--- src/rtl/sc_tx_pkg.sv ---
package sc_tx_pkg;

  parameter int unsigned SC_DATA_W      = 8;
  parameter int unsigned SC_GUARD0_HALF = 5;  // 2.5 etu in half ticks
  parameter int unsigned SC_GUARD1_HALF = 2;  // 1.0 etu in half ticks

  localparam int unsigned SC_FRAME_BITS = SC_DATA_W + 2;
  localparam int unsigned SC_N_FLAGS    = 2;
  localparam int unsigned SC_FLAG_ERR   = 0;
  localparam int unsigned SC_FLAG_EMPTY = 1;

  typedef enum logic [1:0] {
    SQ_IDLE  = 2'd0,
    SQ_SEND  = 2'd1,
    SQ_GUARD = 2'd2
  } sq_state_t;

  // Even parity over the data bits
  function automatic logic even_par(input logic [SC_DATA_W-1:0] d);
    return ^d;
  endfunction

  // Frame image, bit 0 leaves first: start, data LSB first, parity
  function automatic logic [SC_FRAME_BITS-1:0] frame_of(input logic [SC_DATA_W-1:0] d);
    return {even_par(d), d, 1'b0};
  endfunction

  // Guard delay length in half ticks
  function automatic int unsigned guard_half(input logic gm);
    return gm ? SC_GUARD1_HALF : SC_GUARD0_HALF;
  endfunction

endpackage

--- src/rtl/sc_flag_arm.sv ---
module sc_flag_arm (
  input  logic clk,
  input  logic rst_n,
  input  logic halt_i,
  input  logic rd_i,
  input  logic wr_i,
  input  logic wr_val_i,
  input  logic flag_i,
  output logic clr_ok_o
);

  logic armed_q;

  // Armed by a read that returns 1; any write or halt disarms
  always_ff @(posedge clk or negedge rst_n) begin
    if (!rst_n) begin
      armed_q <= 1'b0;
    end else if (halt_i || wr_i) begin
      armed_q <= 1'b0;
    end else if (rd_i && flag_i) begin
      armed_q <= 1'b1;
    end
  end

  assign clr_ok_o = wr_i && !wr_val_i && armed_q;

endmodule

--- src/rtl/sc_frame_seq.sv ---
module sc_frame_seq
  import sc_tx_pkg::*;
#(
  parameter int unsigned DATA_W  = SC_DATA_W,
  parameter int unsigned G0_HALF = SC_GUARD0_HALF,
  parameter int unsigned G1_HALF = SC_GUARD1_HALF
) (
  input  logic              clk,
  input  logic              rst_n,
  input  logic              halt_i,
  input  logic              tx_en_i,
  input  logic              half_tick_i,
  input  logic              guard_i,
  input  logic              start_i,
  input  logic [DATA_W-1:0] data_i,
  input  logic              line_i,
  output logic              line_o,
  output logic              busy_o,
  output logic              err_evt_o,
  output logic              done_evt_o
);

  localparam int unsigned FRAME_BITS = DATA_W + 2;
  localparam int unsigned HALF_MAX   = 2 * FRAME_BITS;
  localparam int unsigned CW         = $clog2(HALF_MAX + 1);
  localparam int unsigned GMAX       = (G0_HALF > G1_HALF) ? G0_HALF : G1_HALF;
  localparam int unsigned GW         = $clog2(GMAX + 1);
  localparam logic [CW-1:0] HLAST    = CW'(HALF_MAX - 1);
  localparam logic [GW-1:0] G0LAST   = GW'(G0_HALF - 1);
  localparam logic [GW-1:0] G1LAST   = GW'(G1_HALF - 1);

  sq_state_t             state_q;
  logic [FRAME_BITS-1:0] frame_q;
  logic [CW-1:0]         hcnt_q;
  logic [GW-1:0]         gcnt_q;
  logic                  gm_q;
  logic                  sample_evt;
  logic [GW-1:0]         glast;

  assign glast = gm_q ? G1LAST : G0LAST;

  always_ff @(posedge clk or negedge rst_n) begin
    if (!rst_n) begin
      state_q <= SQ_IDLE;
      frame_q <= '1;
      hcnt_q  <= '0;
      gcnt_q  <= '0;
      gm_q    <= 1'b0;
    end else if (halt_i || !tx_en_i) begin
      state_q <= SQ_IDLE;
      frame_q <= '1;
      hcnt_q  <= '0;
      gcnt_q  <= '0;
    end else begin
      case (state_q)
        SQ_IDLE: begin
          if (start_i) begin
            frame_q <= {1'b1, frame_of(data_i)} [FRAME_BITS-1:0];
            hcnt_q  <= '0;
            gm_q    <= guard_i;
            state_q <= SQ_SEND;
          end
        end
        SQ_SEND: begin
          if (half_tick_i) begin
            if (hcnt_q == HLAST) begin
              state_q <= SQ_GUARD;
              gcnt_q  <= '0;
              frame_q <= '1;
            end else begin
              hcnt_q <= hcnt_q + 1'b1;
              if (hcnt_q[0]) begin
                frame_q <= {1'b1, frame_q[FRAME_BITS-1:1]};
              end
            end
          end
        end
        SQ_GUARD: begin
          if (half_tick_i) begin
            if (gcnt_q == glast) begin
              state_q <= SQ_IDLE;
            end else begin
              gcnt_q <= gcnt_q + 1'b1;
            end
          end
        end
        default: state_q <= SQ_IDLE;
      endcase
    end
  end

  assign line_o     = (state_q == SQ_SEND) ? frame_q[0] : 1'b1;
  assign busy_o     = (state_q != SQ_IDLE);
  assign sample_evt = (state_q == SQ_GUARD) && half_tick_i && (gcnt_q == '0)
                      && tx_en_i && !halt_i;
  assign err_evt_o  = sample_evt && !line_i;
  assign done_evt_o = (state_q == SQ_GUARD) && half_tick_i && (gcnt_q == glast)
                      && tx_en_i && !halt_i;

endmodule

--- src/rtl/sc_tx_status.sv ---
module sc_tx_status
  import sc_tx_pkg::*;
#(
  parameter int unsigned DATA_W  = SC_DATA_W,
  parameter int unsigned G0_HALF = SC_GUARD0_HALF,
  parameter int unsigned G1_HALF = SC_GUARD1_HALF
) (
  input  logic              clk,
  input  logic              rst_n,
  input  logic              halt_i,
  input  logic              half_tick_i,
  input  logic              tx_en_i,
  input  logic              guard_i,
  input  logic              cpu_data_wr_i,
  input  logic              dma_data_wr_i,
  input  logic [DATA_W-1:0] data_i,
  input  logic              stat_rd_i,
  input  logic              stat_wr_i,
  input  logic              wr_err_i,
  input  logic              wr_empty_i,
  input  logic              line_i,
  output logic              line_o,
  output logic              err_o,
  output logic              tend_o,
  output logic              empty_o
);

  logic [DATA_W-1:0]     data_q;
  logic                  err_q;
  logic                  tend_q;
  logic                  empty_q;

  // Named internal events, visible to the checker
  logic                  load_evt;
  logic                  err_evt;
  logic                  done_evt;
  logic                  tend_set;
  logic                  tend_clr;
  logic                  seq_busy;

  logic [SC_N_FLAGS-1:0] arm_flag;
  logic [SC_N_FLAGS-1:0] arm_wval;
  logic [SC_N_FLAGS-1:0] arm_clr;

  assign arm_flag[SC_FLAG_ERR]   = err_q;
  assign arm_flag[SC_FLAG_EMPTY] = empty_q;
  assign arm_wval[SC_FLAG_ERR]   = wr_err_i;
  assign arm_wval[SC_FLAG_EMPTY] = wr_empty_i;

  for (genvar gi = 0; gi < SC_N_FLAGS; gi++) begin : g_arm
    sc_flag_arm u_arm (
      .clk      (clk),
      .rst_n    (rst_n),
      .halt_i   (halt_i),
      .rd_i     (stat_rd_i),
      .wr_i     (stat_wr_i),
      .wr_val_i (arm_wval[gi]),
      .flag_i   (arm_flag[gi]),
      .clr_ok_o (arm_clr[gi])
    );
  end

  sc_frame_seq #(
    .DATA_W  (DATA_W),
    .G0_HALF (G0_HALF),
    .G1_HALF (G1_HALF)
  ) u_seq (
    .clk         (clk),
    .rst_n       (rst_n),
    .halt_i      (halt_i),
    .tx_en_i     (tx_en_i),
    .half_tick_i (half_tick_i),
    .guard_i     (guard_i),
    .start_i     (load_evt),
    .data_i      (data_q),
    .line_i      (line_i),
    .line_o      (line_o),
    .busy_o      (seq_busy),
    .err_evt_o   (err_evt),
    .done_evt_o  (done_evt)
  );

  assign load_evt = !seq_busy && tx_en_i && !empty_q && !halt_i;
  assign tend_set = done_evt && empty_q && !err_q && !err_evt;
  assign tend_clr = dma_data_wr_i || arm_clr[SC_FLAG_EMPTY];

  always_ff @(posedge clk or negedge rst_n) begin
    if (!rst_n) begin
      data_q <= '0;
    end else if (cpu_data_wr_i || dma_data_wr_i) begin
      data_q <= data_i;
    end
  end

  always_ff @(posedge clk or negedge rst_n) begin
    if (!rst_n) begin
      err_q <= 1'b0;
    end else if (halt_i) begin
      err_q <= 1'b0;
    end else if (err_evt) begin
      err_q <= 1'b1;
    end else if (arm_clr[SC_FLAG_ERR]) begin
      err_q <= 1'b0;
    end
  end

  always_ff @(posedge clk or negedge rst_n) begin
    if (!rst_n) begin
      empty_q <= 1'b1;
    end else if (halt_i || load_evt) begin
      empty_q <= 1'b1;
    end else if (tend_clr) begin
      empty_q <= 1'b0;
    end
  end

  always_ff @(posedge clk or negedge rst_n) begin
    if (!rst_n) begin
      tend_q <= 1'b1;
    end else if (halt_i) begin
      tend_q <= 1'b1;
    end else if (!tx_en_i && !err_q) begin
      tend_q <= 1'b1;
    end else if (tend_set) begin
      tend_q <= 1'b1;
    end else if (tend_clr) begin
      tend_q <= 1'b0;
    end
  end

  assign err_o   = err_q;
  assign tend_o  = tend_q;
  assign empty_o = empty_q;

endmodule

--- config.mk ---
export PLATFORM = sky130hd
export DESIGN_NAME = sc_tx_status
export DESIGN_NICKNAME = d
export VERILOG_FILES = /design/src/rtl/sc_tx_pkg.sv /design/src/rtl/sc_flag_arm.sv /design/src/rtl/sc_frame_seq.sv /design/src/rtl/sc_tx_status.sv
export SDC_FILE = /design/constraint.sdc
export NUM_CORES = 1
export LEC_CHECK = 0
export ABC_CLOCK_PERIOD_IN_PS = 2500
export CAP_MARGIN = 20
export CORE_ASPECT_RATIO = 0.6
export CORE_MARGIN = 5
export CORE_UTILIZATION = 51
export DETAILED_ROUTE_END_ITERATION = 6
export DONT_BUFFER_PORTS = 1
export GPL_TIMING_DRIVEN = 0
export PLACE_DENSITY_LB_ADDON = 0.1
export SLEW_MARGIN = 10
export SYNTH_ARGS = -nofsm -noshare
export SYNTH_HDL_FRONTEND = slang
export SYNTH_SLANG_ARGS = --single-unit
--- constraint.sdc ---
create_clock -name clk -period 2.5 [get_ports clk]
set_input_delay 0.5 -clock clk [delete_from_list [all_inputs] [get_ports clk]]
set_output_delay 0.5 -clock clk [all_outputs]
set_load 0.01 [all_outputs]
=== Word level (Yosys, flattened, before mapping) ===
Index checks and enable logic that the tools add are counted.

* Word-level logic and storage cells: 115
* Memories kept: 0
* Bits in registers: 34
* Memory bits (writable): 0
* Latch bits: 0
* Output and inout port bits: 4
* Bits of input ports: 21
* Memory bits (read-only): 0

* Div/mod/pow operators: 0
* Muxes and demuxes: 38
* Reductions and logical operators: 51
* Bitwise operators: 1
* $lt $le $gt $ge: 0
* Add/subtract/negate cells: 2
* Equality and inequality tests: 12
* Shift operators: 0
* Multiply operators: 0

{| class="wikitable"
|+ Operator list
! kind !! number
|-
| $mux 10 || 5
|-
| $logic_and 1x1->1 || 21
|-
| $mux 5 || 4
|-
| $pmux 10 s2 || 1
|-
| $mux 3 || 6
|-
| $ne 3x2->1 const B || 5
|-
| $mux 1 || 13
|-
| $mux 2 || 6
|-
| $pmux 5 s2 || 1
|-
| $reduce_and 5->1 || 2
|-
| $logic_not 1->1 || 9
|-
| $reduce_bool 3->1 || 3
|-
| $reduce_and 4->1 || 2
|-
| $reduce_bool 2->1 || 4
|-
| $reduce_xor 8->1 || 1
|-
| $ne 3x1->1 const B || 2
|-
| $pmux 2 s3 || 1
|-
| $pmux 3 s2 || 1
|-
| $add 5x1->5 const B || 1
|-
| $eq 5x5->1 const B || 1
|-
| $logic_or 1x1->1 || 5
|-
| $ne 4x1->1 const B || 1
|-
| $reduce_bool 4->1 || 1
|-
| $add 3x1->3 const B || 1
|-
| 7 further kinds || 7
|}

=== Logic depth before layout (Yosys ltp) ===
* Word-level depth: 11
* Mapped depth: 7
* Mapped depth without buffers: 6

=== Cells and area by module ===
From an unflattened synthesis, not the netlist that was laid out.

* Cell total of the unflattened synthesis: 175
* Area total of the unflattened synthesis: 1846.8 um2

{| class="wikitable"
|+ Modules (own cells, without submodules)
! module !! area each (um2) !! sequential area each (um2) !! times used !! cells an instance
|-
| sc_frame_seq || 1287.5 || 538.0 || 1 || 135
|-
| sc_tx_status || 451.7 || 277.8 || 1 || 30
|-
| sc_flag_arm || 53.8 || 25.0 || 2 || 5
|}

=== Worst setup path after synthesis ===
No wires, ideal clock.

* Kind: reg-to-reg
* Start: register u_seq.gcnt_q[0]
* End: register u_seq.state_q[1]
* Clock period less this slack: 1.765 ns
* Buffers on the path: 0
* Library setup time: 0.122 ns
* Data required time: 2.378 ns
* Path slack: 0.735 ns
* Stages on the path, launching flop included: 5
* Arrival: 1.644 ns
* Cells stage by stage: dfrtp_1 or3b_1 a211o_1 a221o_1 a32o_1

* Cells in the longest elaborated chain, start to end: 3

{| class="wikitable"
|+ RTL lines
! item !! RTL line !! text
|-
| start, declared || sc_frame_seq.sv:35 || <nowiki>logic [GW-1:0] gcnt_q;</nowiki>
|-
| start signal, assigned || sc_frame_seq.sv:83 || <nowiki>gcnt_q <= gcnt_q + 1'b1;</nowiki>
|-
| $eq 3x3->1 || sc_frame_seq.sv:80 || <nowiki>if (gcnt_q == glast) begin</nowiki>
|-
| $ne 3x1->1 (no line) || -- ||
|-
| $reduce_and 5->1 (no line) || -- ||
|-
| end signal, assigned || sc_frame_seq.sv:67 || <nowiki>state_q <= SQ_GUARD;</nowiki>
|-
| end signal, assigned || sc_frame_seq.sv:81 || <nowiki>state_q <= SQ_IDLE;</nowiki>
|-
| end signal, assigned || sc_frame_seq.sv:87 || <nowiki>default: state_q <= SQ_IDLE;</nowiki>
|-
| end, declared || sc_frame_seq.sv:32 || <nowiki>sq_state_t state_q;</nowiki>
|}

No other way between the ends.
A chain may end at the register's enable or synchronous reset.

=== Worst setup path after layout ===
* Start: register u_seq.hcnt_q[0]
* End: register u_seq.hcnt_q[4]

* Cells in the longest elaborated chain, start to end: 5
* Elaborated cells on any way between the ends: 8
* Those cells by class: add/sub: 1; eq/ne: 2; mux: 4; reduce/logical: 1

{| class="wikitable"
|+ RTL lines
! item !! RTL line !! text
|-
| start, declared || sc_frame_seq.sv:34 || <nowiki>logic [CW-1:0] hcnt_q;</nowiki>
|-
| start signal, assigned || sc_frame_seq.sv:71 || <nowiki>hcnt_q <= hcnt_q + 1'b1;</nowiki>
|-
| $add 5x1->5 || sc_frame_seq.sv:71 ||
|-
| $mux 5 || sc_frame_seq.sv:66 || <nowiki>if (hcnt_q == HLAST) begin</nowiki>
|-
| $mux 5 || sc_frame_seq.sv:65 || <nowiki>if (half_tick_i) begin</nowiki>
|-
| $pmux 5 s2 || sc_frame_seq.sv:55 || <nowiki>case (state_q)</nowiki>
|-
| $mux 5 || sc_frame_seq.sv:49 || <nowiki>end else if (halt_i || !tx_en_i) begin</nowiki>
|}

Parallel ways exist; a longest one is shown, timed or not. The select of a mux whose other input is x is not followed.

==> key figures <==
Placed design
  • Final HPWL DP: 3.037 mm
  • Routability cong.: 0.8252
  • Placed Area: 1954 um2
  • # port buffers: 0

Cells and area
  • Fill count: 318
  • Sequential Area: 865.8 um2
  • Antenna Cells: 0
  • Fin util: 0.5671
  • Most frequent cells in the layout: dfrtp_1, inv_1, dfstp_2, o22ai_1
  • Nets: 221
  • Area of the multi-input gates: 928.4 um2
  • Commonest non-fill, non-tap cell in the layout: dfrtp_1
  • Final Cell Area: 2051 um2
  • Layout cell share with drive strength beyond 1: 0.1949
  • Area growth, synth to finish: 8.185%

Power
  • Peak supply drop: 0.2419 mV
  • Cell Pwr Density: 582.9 nW/um2
  • P_leak: 0.0008642 uW

Synth
  • Synth Area in Simple Gates: 0.1564
  • Cells after synthesis: 186
  • Synth async-reset ratio: 1.000
  • Ys Warns: 0
  • Syn_nets: 213
  • Register bit total from synthesis: 34
  • Post-Synth XOR/XNOR Area: 0.03234
  • Seq/Total Area, Yosys: 0.4568
  • Ys flop type: dfrtp_1
  • Mux cell area share after synthesis: 0.1010
  • Number of flops mapped to enable cells by yosys: 0
  • Combinational family with the most area after synthesis: compound AO/OA/AOI/OAI gates
  • Synth Area in Compound Gates: 0.1604
  • Synth Area in Adders: 0.03960
  • Synth Cell Area: 1896 um2
  • Netlist cell types: 43
  • Syn Area/Cell: 10.19 um2

STA
  • TNS Setup: 0 ns
  • Worst-Margin Slew: 0.8025 ns
  • RSZ-0062 raised after global routing: no
  • Fin crit share: 0.8022
  • Final Setup Violations: 0
  • Skew final: 0.005029 ns
  • Fin. max-slew vios: 0
  • Fmax: 498.6 MHz
  • Slew headroom: 0.4630
  • Hold Violations, Final: 0
  • Fin crit period: 2.006 ns

Worst setup path
  • Worst path max stage delay: 0.43 ns
  • Startpoint Class: register
  • Crit-path cells: ha_1, nand4bb_1, and4_1, or2_2, o211ai_1
  • Critical path data arrival time: 2.20 ns
  • R2r startpoint: u_seq.hcnt_q[0]$_DFFE_PN0P_
  • Peak fanout along the critical path: 7
  • Crit Path Class: register to register
  • Worst EP required: 2.70 ns
  • Slowest CP cell: dfrtp_1
  • Beginning of the critical path: u_seq.hcnt_q[0]$_DFFE_PN0P_
  • Nature of the critical path endpoint: register

Run status
  • Status: completed

CTS
  • CTS H-tree lvls: 2
  • CTS tree: done
  • Clock sink count: 34
  • Later-pin clock latency in the skew report: 0.28 ns
  • Clock buffer count from CTS: 5
  • CTS root buffer: clkbuf_8
  • Clock buffer depth: 2
  • Post-CTS Setup Inserts: 0
  • Clk pin slew, worst setup/hold paths: 0.07 ns

Floorplanning
  • Die area: 5076 um2
  • I/O pin count: 25
  • Die H: 57.23 um
  • Die width: 88.71 um
  • Floorplan core area: 3616 um2
  • Initial Util: 0.5242
  • Num rows: 17

Routing
  • Drt drc: 0
  • Via/cell ratio: 5.855
  • Antenna-violating nets left: 0
  • Via count: 1417
  • Initial DRC Count: 67
  • Drt first pass iters: 4
  • DR WL/cell: 17.50 um
  • Routed Wire Length: 4.235 mm

GRT
  • Initial antenna violation count: 0
  • Grt ovf: 0
  • GRT Util Overall: 0.1892
  • First-pass GRT wire length: 7.203 mm
  • Vias in the first global route: 1467
  • Largest net degree at the start of global routing: 23

Job
  • Max cap viols: 0

Hold path
  • Worst Hold Class: input pin to async pin
cell type report:
class | instances | area share
Buffer | 7 | 0.01464
Clock buffer | 7 | 0.04210
Clock inverter | 1 | 0.002441
Inverter | 19 | 0.03478
Multi-Input combinational cell | 126 | 0.4527
Sequential cell | 34 | 0.4222
Tap cell | 47 | 0.02868
Timing Repair Buffer | 1 | 0.002441
power breakdown:
part | leakage, uW | total (uW) | switching, uW | internal [uW]
clock | 0.0000482 | 420 | 198 | 222
combinational | 0.000403 | 158 | 84.6 | 73.5
sequential | 0.000413 | 617 | 24.4 | 593
cell families after synthesis:
logic type,count (synthesis)
flops,34
compound gates,44
buf+inv,26
mux,18
fa+ha+maj,6
xor+xnor,7
simple gates,51
final timing paths:
kind / to / slack (ns) / cells past startpoint
min: u_seq.frame_q[4]$_DFFE_PN1P_ / 0.05 / 0
min in group clk: g_arm[0].u_arm.armed_q$_DFFE_PN0P_ / 0.28 / 1
min reg2reg: u_seq.frame_q[1]$_DFFE_PN1P_ / 0.47 / 2
max in group asynchronous: data_q[2]$_DFFE_PN0P_ / 1.97 / 1
max: u_seq.hcnt_q[4]$_DFFE_PN0P_ / 0.49 / 5
max reg2reg: u_seq.hcnt_q[4]$_DFFE_PN0P_ / 0.49 / 5
flip-flops by register name, summed over array words and instances (netlist names), 2 cells and up:
name / cells
u_seq.frame_q: 10
data_q: 8
u_seq.state_q: 2
u_seq.hcnt_q: 5
g_arm.u_arm.armed_q: 2
u_seq.gcnt_q: 3
metal layers:
metal / global-route usage / part of all wire / wire, um
met5: 0 / 0 / 0
met4: 0.08405 / 0.023 / 96
met3: 0.04618 / 0.048 / 203
met2: 0.2717 / 0.42 / 1797
met1: 0.2694 / 0.50 / 2138
critical path: cells and delay by family, from the launching register on:
| family | cells | cell delay, ns |
|---|---|---|
| simple gates | 3 | 1.07 |
| flops | 1 | 0.43 |
| fa+ha+maj | 1 | 0.24 |
| compound gates | 1 | 0.18 |
cells in the mapped netlist (6+ instances only):
cell      count  share of area
dfstp_2      12           0.17
ha_1          6          0.040
nor3_1        6          0.016
dfrtp_1      22           0.29
a21oi_1       8          0.021
nand2_1       8          0.016
o21ai_0       7          0.018
o22ai_1      10          0.033
inv_1        19          0.038
nand3_1       7          0.018
mux2i_1       9          0.048
xnor2_1       7          0.032
nand2b_1      7          0.023
mux2_2        9          0.053
timing repair:
action,in CTS,in global routing
hold buffers,1,0
gates resized for setup,0,0
endpoints found under the setup margin,0,0
hold endpoints to repair,22,0
metrics by stage:
stage          worst slack, ns  hold WS [ns]  std cells  total power (uW)
5_1_grt                 0.3728       0.02931        242              1259
3_5_place_dp            0.5299        0.2050        233             776.9
4_1_cts                 0.5015       0.03935        242              1210
6_report                0.4944       0.05257        242              1195
2_1_floorplan           0.7349        0.2044        186             744.1
3_3_place_gp            0.5988        0.2051        233             770.3
No activity file was read; power rests on OpenSTA's default activity.
